File: src/rtl/wtag_pkg.sv
// Shared types for the way tag store: the operation chosen by the two
// access controls and the function that derives it.
package wtag_pkg;

    typedef enum logic [1:0] {
        WT_IDLE  = 2'd0,
        WT_READ  = 2'd1,
        WT_WRITE = 2'd2
    } wt_op_e;

    // Qualifier low means no access; otherwise update picks write or read.
    function automatic wt_op_e wt_decode(input logic qual, input logic upd);
        if (!qual)
            return WT_IDLE;
        else if (upd)
            return WT_WRITE;
        else
            return WT_READ;
    endfunction

endpackage

File: src/rtl/wtag_ctrl.sv
// Access control: turns the qualifier and update inputs into one write
// strobe and one read strobe. It assumes both inputs are sampled on the
// same edge as the index. At most one strobe is active in any cycle.
module wtag_ctrl
    import wtag_pkg::*;
(
    input  logic clk,
    input  logic rst_n,
    input  logic qual,
    input  logic upd,
    output logic do_wr,
    output logic do_rd
);

    wt_op_e op;

    // Decode the requested operation from the two control inputs.
    always_comb begin
        op    = wt_decode(qual, upd);
        do_wr = (op == WT_WRITE);
        do_rd = (op == WT_READ);
    end

    // The store never sees a read and a write in the same cycle.
    assert_single_op_R5: assert property (@(posedge clk) disable iff (!rst_n)
        $onehot0({do_wr, do_rd}))
        else $error("read and write strobes both active");

endmodule

File: src/rtl/wtag_entries.sv
// Entry storage: one way number and one recorded flag per L1 set. It
// assumes SETS is a power of two, so that every index value addresses an
// entry. Reset clears only the recorded flags. The way bits of an entry
// are meaningful only while its flag is set.
module wtag_entries #(
    parameter int SETS  = 64,
    parameter int WAY_W = 2,
    parameter int IDX_W = 6
) (
    input  logic             clk,
    input  logic             rst_n,
    input  logic             wr_en,
    input  logic [IDX_W-1:0] idx,
    input  logic [WAY_W-1:0] wr_way,
    output logic [WAY_W-1:0] rd_way,
    output logic             rd_rec
);

    logic [WAY_W-1:0] way_q [SETS];
    logic [SETS-1:0]  rec_q;
    logic [SETS-1:0]  sel;

    // One-hot select of the addressed entry.
    always_comb begin
        sel = '0;
        sel[idx] = 1'b1;
    end

    for (genvar e = 0; e < SETS; e++) begin : g_entry
        // Capture the new way number when this entry is filled.
        always_ff @(posedge clk) begin
            if (wr_en && sel[e])
                way_q[e] <= wr_way;
        end

        // Recorded flag: cleared by reset, set by a fill.
        always_ff @(posedge clk) begin
            if (!rst_n)
                rec_q[e] <= 1'b0;
            else if (wr_en && sel[e])
                rec_q[e] <= 1'b1;
        end
    end

    // Combinational read of the addressed entry.
    always_comb begin
        rd_way = way_q[idx];
        rd_rec = rec_q[idx];
    end

    assert_reset_clears_R1: assert property (@(posedge clk)
        !rst_n |=> (rec_q == '0))
        else $error("recorded flags not cleared by reset");

    assert_fill_records_R2: assert property (@(posedge clk) disable iff (!rst_n)
        wr_en |=> rec_q[$past(idx)] && (way_q[$past(idx)] == $past(wr_way)))
        else $error("fill not recorded");

    assert_no_write_no_change_R5: assert property (@(posedge clk) disable iff (!rst_n)
        !wr_en |=> $stable(rec_q))
        else $error("recorded flags changed without a fill");

endmodule

File: src/rtl/wtag_rsp.sv
// Read response register: holds the result of the most recent read and
// raises a strobe for one cycle after each read. An entry that was never
// recorded is returned as way 0 with the hit flag low. Between reads, the
// way and hit outputs hold their last value.
module wtag_rsp #(
    parameter int WAY_W = 2
) (
    input  logic             clk,
    input  logic             rst_n,
    input  logic             rd_en,
    input  logic [WAY_W-1:0] ent_way,
    input  logic             ent_rec,
    output logic             rsp_vld,
    output logic             rsp_hit,
    output logic [WAY_W-1:0] rsp_way
);

    // Strobe that marks the cycle after a read.
    always_ff @(posedge clk) begin
        if (!rst_n)
            rsp_vld <= 1'b0;
        else
            rsp_vld <= rd_en;
    end

    // Register the read result, with the way masked for unrecorded entries.
    always_ff @(posedge clk) begin
        if (!rst_n) begin
            rsp_hit <= 1'b0;
            rsp_way <= '0;
        end else if (rd_en) begin
            rsp_hit <= ent_rec;
            rsp_way <= ent_rec ? ent_way : '0;
        end
    end

    assert_strobe_after_read_R6: assert property (@(posedge clk) disable iff (!rst_n)
        rd_en |=> rsp_vld)
        else $error("missing response strobe");

    assert_no_strobe_otherwise_R6: assert property (@(posedge clk) disable iff (!rst_n)
        !rd_en |=> !rsp_vld)
        else $error("spurious response strobe");

    assert_miss_way_zero_R4: assert property (@(posedge clk) disable iff (!rst_n)
        !rsp_hit |-> (rsp_way == '0))
        else $error("way not zero on miss");

endmodule

File: src/rtl/wtag_store.sv
// Way tag store top: for each L1 set, records the L2 way holding the line.
// A fill writes the way register value; a write hit reads it back one
// cycle later. Both controls are sampled on the rising clock edge, and
// reset is synchronous and active low.
module wtag_store #(
    parameter int L1_SETS = 64,
    parameter int L2_WAYS = 4,
    localparam int IDX_W  = (L1_SETS > 1) ? $clog2(L1_SETS) : 1,
    localparam int WAY_W  = (L2_WAYS > 1) ? $clog2(L2_WAYS) : 1
) (
    input  logic             clk,
    input  logic             rst_n,
    input  logic             acc_qual,
    input  logic             acc_upd,
    input  logic [IDX_W-1:0] acc_idx,
    input  logic [WAY_W-1:0] fill_way,
    output logic             rsp_vld,
    output logic             rsp_hit,
    output logic [WAY_W-1:0] rsp_way
);

    logic             do_wr;
    logic             do_rd;
    logic [WAY_W-1:0] ent_way;
    logic             ent_rec;

    wtag_ctrl u_ctrl (
        .clk   (clk),
        .rst_n (rst_n),
        .qual  (acc_qual),
        .upd   (acc_upd),
        .do_wr (do_wr),
        .do_rd (do_rd)
    );

    wtag_entries #(
        .SETS  (L1_SETS),
        .WAY_W (WAY_W),
        .IDX_W (IDX_W)
    ) u_entries (
        .clk    (clk),
        .rst_n  (rst_n),
        .wr_en  (do_wr),
        .idx    (acc_idx),
        .wr_way (fill_way),
        .rd_way (ent_way),
        .rd_rec (ent_rec)
    );

    wtag_rsp #(
        .WAY_W (WAY_W)
    ) u_rsp (
        .clk     (clk),
        .rst_n   (rst_n),
        .rd_en   (do_rd),
        .ent_way (ent_way),
        .ent_rec (ent_rec),
        .rsp_vld (rsp_vld),
        .rsp_hit (rsp_hit),
        .rsp_way (rsp_way)
    );

    assert_idle_holds_R9: assert property (@(posedge clk) disable iff (!rst_n)
        !acc_qual |=> ($stable(rsp_way) && $stable(rsp_hit) && !rsp_vld))
        else $error("response changed on idle cycle");

    assert_write_holds_R9: assert property (@(posedge clk) disable iff (!rst_n)
        (acc_qual && acc_upd) |=> ($stable(rsp_way) && $stable(rsp_hit)))
        else $error("response changed on fill");

endmodule

File: config.mk
export PLATFORM = sky130hd
export DESIGN_NAME = wtag_store
export DESIGN_NICKNAME = d
export VERILOG_FILES = /design/src/rtl/wtag_pkg.sv /design/src/rtl/wtag_ctrl.sv /design/src/rtl/wtag_entries.sv /design/src/rtl/wtag_rsp.sv /design/src/rtl/wtag_store.sv
export SDC_FILE = /design/constraint.sdc
export NUM_CORES = 1
export LEC_CHECK = 0
export BUFFER_PORTS_ARGS = -buffer_cell sky130_fd_sc_hd__buf_2
export CORE_UTILIZATION = 40
export CTS_CLUSTER_SIZE = 30
export DETAILED_ROUTE_END_ITERATION = 6
export GPL_TIMING_DRIVEN = 0
export HOLD_SLACK_MARGIN = 0.08
export PLACE_DENSITY = 0.55
export RECOVER_POWER = 100
export SLEW_MARGIN = 20
export SYNTH_ARGS = -nofsm -noshare
export SYNTH_HDL_FRONTEND = slang
export SYNTH_HIERARCHICAL = 1
export SYNTH_SLANG_ARGS = --single-unit
export TNS_END_PERCENT = 5
File: constraint.sdc
create_clock -name clk -period 2.4 [get_ports clk]
set_clock_uncertainty 0.15 [all_clocks]
set_input_delay 0.48 -clock clk [delete_from_list [all_inputs] [get_ports clk]]
set_output_delay 0.48 -clock clk [all_outputs]
set_load 0.02 [all_outputs]
=== After elaboration in Yosys (flattened, before gate mapping) ===
Memories as Yosys holds them, arrays and structs flattened.
Cells that the tools add are included.

* Word-level logic and storage cells: 524
* Bits in registers: 68
* Memories: 1
* Input port bits: 12
* Memory bits (writable): 128
* Output and inout port bits: 4

* Equality and inequality tests: 2
* Reductions and logical operators: 128
* Multiplexer cells: 324
* Order comparisons: 2

{| class="wikitable"
|+ Memories
! memory !! depth !! bits a word !! rd ports !! clocked after Yosys merged registers in !! write ports !! RTL line !! text
|-
| u_entries.way_q || 64 || 2 || 1 || 0 || 1 || wtag_entries.sv:19 || <nowiki>logic [WAY_W-1:0] way_q [SETS];</nowiki>
|}

{| class="wikitable"
|+ Operator list
! operator !! count
|-
| 6-bit 2-to-1 mux || 63
|-
| 1-bit 2-to-1 mux || 193
|-
| 2-bit 2-to-1 mux || 66
|-
| 2-bit OR reduction || 63
|-
| 1-bit logical AND || 65
|-
| 6-bit by 7-bit less-than comparator with 1-bit output (second input constant) || 1
|-
| 1-bit binary-select mux with 6-bit select || 1
|-
| 1-bit demux with 6-bit select || 1
|-
| 6-bit by 1-bit >= comparator with 1-bit output (second input constant) || 1
|-
| 2-bit by 1-bit equality test with 1-bit output (second input constant) || 1
|-
| 2-bit equality test (second input constant) || 1
|}

=== Depth between registers and ports, before layout ===
* Depth after elaboration: 71
* Mapped depth: 11

=== Cells and area by module ===
The synthesis kept the hierarchy.

{| class="wikitable"
|+ Modules (own cells, without submodules)
! module !! seq. area each (sq um) !! area each (sq um) !! cells an instance !! times used
|-
| wtag_entries || 5124.9 || 7622.3 || 544 || 1
|-
| wtag_rsp || 80.1 || 138.9 || 13 || 1
|-
| wtag_ctrl || 0.0 || 16.3 || 2 || 1
|}

=== Worst setup path before layout ===
Ideal clock, no wire load.

* Path kind: input to register
* Start point: in acc_idx[0]
* End point: reg u_rsp.rsp_hit
* Stages: 9
* Arrival: 2.085 ns
* Setup time: 0.116 ns
* Path slack: 0.049 ns
* Data required time: 2.134 ns
* Path buffers: 2
* Cells stage by stage: buf_6 > and2_4 > buf_6 > a221oi_1 > o22a_1 > o22ai_1 > or4_1 > mux2i_1 > nor2b_1

* Longest elaborated chain between the ends: 2

{| class="wikitable"
|+ RTL lines
! item !! RTL line !! text
|-
| start: declaration || wtag_store.sv:15 || <nowiki>input logic [IDX_W-1:0] acc_idx,</nowiki>
|-
| 1-bit binary-select mux with 6-bit select || wtag_entries.sv:48 || <nowiki>rd_rec = rec_q[idx];</nowiki>
|-
| 1-bit 2-to-1 mux (implied by the code) || wtag_entries.sv:48 ||
|-
| net ent_rec || wtag_store.sv:25 || <nowiki>logic ent_rec;</nowiki>
|-
| end signal: assignment || wtag_rsp.sv:32 || <nowiki>rsp_hit <= ent_rec;</nowiki>
|-
| end: declaration || wtag_rsp.sv:14 || <nowiki>output logic rsp_hit,</nowiki>
|}

The timed path passes the listed nets, and every way through them passes these cells. The select of a mux whose other input is x is not followed.
A chain may end at the register's enable or synchronous reset.

=== Worst setup path after layout ===
* Start point: in acc_idx[2]
* End point: reg u_rsp.rsp_hit

The elaborated chain is that of the path after synthesis.

==> impl_metrics.tcl <==
set metrics [dict create \
    syn_to_final_growth_pct 15.4 \
    clk_path_buf_depth 2 \
    r2r_slack_ns 0.17 \
    grt_overflow 0 \
    place.gp.congestion 0.853 \
    maxCapViolCount 0 \
    grt_pass1_wl_mm 32.4 \
    drive_gt1_frac 0.174 \
    drc 0 \
    synthCells 559 \
    synthArstFlopShare 0 \
    rsz0062_at_grt "false" \
    slew-limit-headroom 0.143 \
    ys.warnings.count 6 \
    routed_wl_mm 22.1 \
    ys.flop_type "edfxtp_1" \
    cts.sinks 196 \
    synth-simple-area-share 0.0751 \
    intPower_mw 5.61 \
    crit_cells 10 \
    max_freq_mhz 413 \
    yosysMostFrequentCell "edfxtp_1" \
    fin_nets 602 \
    switching_share 0.216 \
    outcome "finished with violations" \
    crit_slowest_cell "or4_4" \
    cts_buffers 17 \
    combPwrFrac 0.067 \
    cpLargestDelayFamily "buffers and inverters" \
    pin_count 16 \
    placed_area_sq_mm 0.00816 \
    cts_hold_buf 0 \
    synth_nets 571 \
    grt_usage 0.230 \
    synth.top_cell.area_share 0.494 \
    worst_ep_arrival_time_ns 2.60 \
    vdd_drop_max_uv 429 \
    hold_path_class "input port to register" \
    port-buffer-count 12 \
    r2r_start "u_entries/rec_q[43]" \
    p_seq_frac 0.505 \
    dieArea_sq_mm 0.0200 \
    hpwl_mm 14.3 \
    timing.hold.ws_ns 0.195 \
    cp_slowest_stage_delay_ns 0.60 \
    startpoint "acc_idx[2]" \
    setup_viol 1 \
    start_kind "input port" \
    netlist_area_sq_mm 0.00778 \
    syn_area_per_cell_sq_um 13.9 \
    yosys-top-cells-area "edfxtp_1, dfxtp_1, o21a_1" \
    worstPathCellList "clkbuf_4 > buf_12 > inv_4 > buf_6 > o2bb2ai_1 > a211oi_2 > o22ai_1 > or4_4 > mux2i_1 > nor2b_1" \
    cp_num_buf_inv 4 \
    grt_pass1_vias 5162 \
    antenna_found_initial 0 \
    r2r-end "u_rsp/rsp_hit" \
    synth-seq-cells 196 \
    cts_tree "yes" \
    n_antenna_cell 0 \
    initial_core_util 0.412 \
    clockPowerShare 0.429 \
    rows 50 \
    min_period_over_period 1.01 \
    cp_max_fo 10 \
    power_density_mw_per_mm2 797 \
    worst_slew_pin_slew_ns 1.29 \
    synth_common_cells "edfxtp_1, nor2_1, dfxtp_1, o21a_1, a221oi_1" \
    crit_path_end "u_rsp/rsp_hit" \
    fin_crit_ns 2.42 \
    end_kind "register" \
    drt_iter0_drc 475 \
    muxShareOfSynthArea 0.0576 \
    synth_top_area_cell "edfxtp_1" \
    layout_setup_ws_ns -0.0242 \
    seq_area_frac_synth 0.669 \
    violations "setup timing" \
    dieHeight_um 141 \
    drv_slew 0 \
    synth_compound_area_frac 0.164 \
    synth_edf_count 128 \
    stdcell_area_sq_mm 0.00898 \
    htree_levels 4 \
    post-cts-setup-buffer-count 0 \
    insertion_delay_ns 0.44 \
    required_ns 2.58 \
    ant_nets 0 \
    synthAdderAreaFrac 0 \
    wl_per_cell_um 25.6 \
    synth_top_family_by_area "compound AO/OA/AOI/OAI gates" \
    vias 5269 \
    clkTransAtPathRegs_ns 0.07 \
    rr_worst_depth 7 \
    root_buffer "clkbuf_16" \
    core-area_sq_mm 0.0189 \
    die_w_um 141 \
    vias_per_cell 6.11 \
    hold_viol 0 \
    firstDrtPassIters 5 \
    p_sw_mw 1.54 \
    synthXorXnorAreaFrac 0 \
    critical_path_class "input port to register" \
    grt_start_max_net_pins 65 \
    holdPathStages 2 \
    p_leak_nw 2.95 \
    synth_cell_types 49 \
]
## per-stage QoR
step | worst slack [ns] | power [mW] | TNS, ns | util | std cells
after global routing | 0.0122 | 7.33 | 0 | 0.475 | 863
after detailed placement | -1.06 | 4.12 | -104.66 | 0.432 | 831
after CTS | -0.0250 | 7.16 | -0.0255 | 0.470 | 863
after floorplan | 0.0494 | 3.93 | 0 | - | 559
after global placement | -1.07 | 4.12 | -106.49 | 0.432 | 831
final | -0.0242 | 7.15 | -0.0242 | 0.475 | 863
## cell type report
type	instances	area [sq um]
timing repair buffer	12	57.6
buffer	41	329
sequential	196	5200
inverter	4	17.5
tap	260	325
clock inverter	13	205
multi-input combinational	318	2400
fill	1686	9920
clock buffer	19	433
## flip-flops by register name, summed over array words and instances, names as in the netlist
| register | count |
|---|---|
| u_entries/rec_q | 64 |
| u_rsp/rsp_hit | 1 |
| u_rsp/rsp_vld | 1 |
| u_rsp/rsp_way | 2 |
| u_entries/way_q | 128 |
## power groups by stage
stage,registers (mW),clock network (mW),logic (mW)
after floorplan,3.68,0,0.247
after CTS,3.61,3.10,0.449
after detailed placement,3.68,0,0.435
final,3.61,3.07,0.476
after global routing,3.61,3.23,0.494
after global placement,3.68,0,0.435
## worst register-to-register path: stages, from the launching register on
cell      delay [ns]
dfxtp_1         0.31
mux2_4          0.27
a32o_1          0.22
a211oi_1        0.21
o22ai_1         0.17
or4_4           0.60
mux2i_1         0.15
nor2b_1         0.05
## layout by cell type, fill, tap and decap left out, types with 5 or more instances in the layout
| cell type | count |
|---|---|
| a221oi_1 | 47 |
| a221oi_2 | 6 |
| a22oi_1 | 5 |
| buf_2 | 7 |
| buf_6 | 10 |
| bufinv_16 | 5 |
| clkbuf_1 | 22 |
| clkbuf_16 | 17 |
| clkbuf_4 | 5 |
| dfxtp_1 | 68 |
| edfxtp_1 | 128 |
| mux2_2 | 7 |
| mux2i_1 | 14 |
| mux4_2 | 9 |
| nand2_1 | 9 |
| nand3b_1 | 5 |
| nor2_1 | 72 |
| nor2b_1 | 7 |
| o21a_1 | 65 |
| o22a_1 | 6 |
| o22ai_1 | 11 |
## routing by layer
| metal | vias to the layer above | GRT usage | wire (um) |
|---|---|---|---|
| li1 | 2254 | - | - |
| met1 | 2686 | 0.303 | 9350 |
| met4 | 0 | 0.0934 | 667 |
| met2 | 279 | 0.367 | 10300 |
| met3 | 50 | 0.0520 | 1800 |
| met5 | - | 0 | 0 |
## logic make-up after synthesis
logic type             Yosys count
flip-flops                     196
AND/OR/NAND/NOR                124
multiplexers                    32
AO/OA/AOI/OAI                  162
buffers and inverters           45
## how the worst min path moves through the flow
stage | startpoint | slack, ns | to
after floorplan | u_entries/rec_q[48] | 0.28 | u_entries/rec_q[48]
after global placement | u_entries/rec_q[48] | 0.29 | u_entries/rec_q[48]
after detailed placement | u_entries/rec_q[48] | 0.30 | u_entries/rec_q[48]
after CTS | rst_n | 0.19 | u_rsp/rsp_hit
after global routing | rst_n | 0.20 | u_rsp/rsp_hit
final | rst_n | 0.19 | u_rsp/rsp_hit
## repair_timing
item / CTS / global route
pin swaps: 0 / 2
gates resized for setup: 21 / 26
setup endpoints to repair: 121 / 3
No activity file was read; power rests on OpenSTA's default activity.
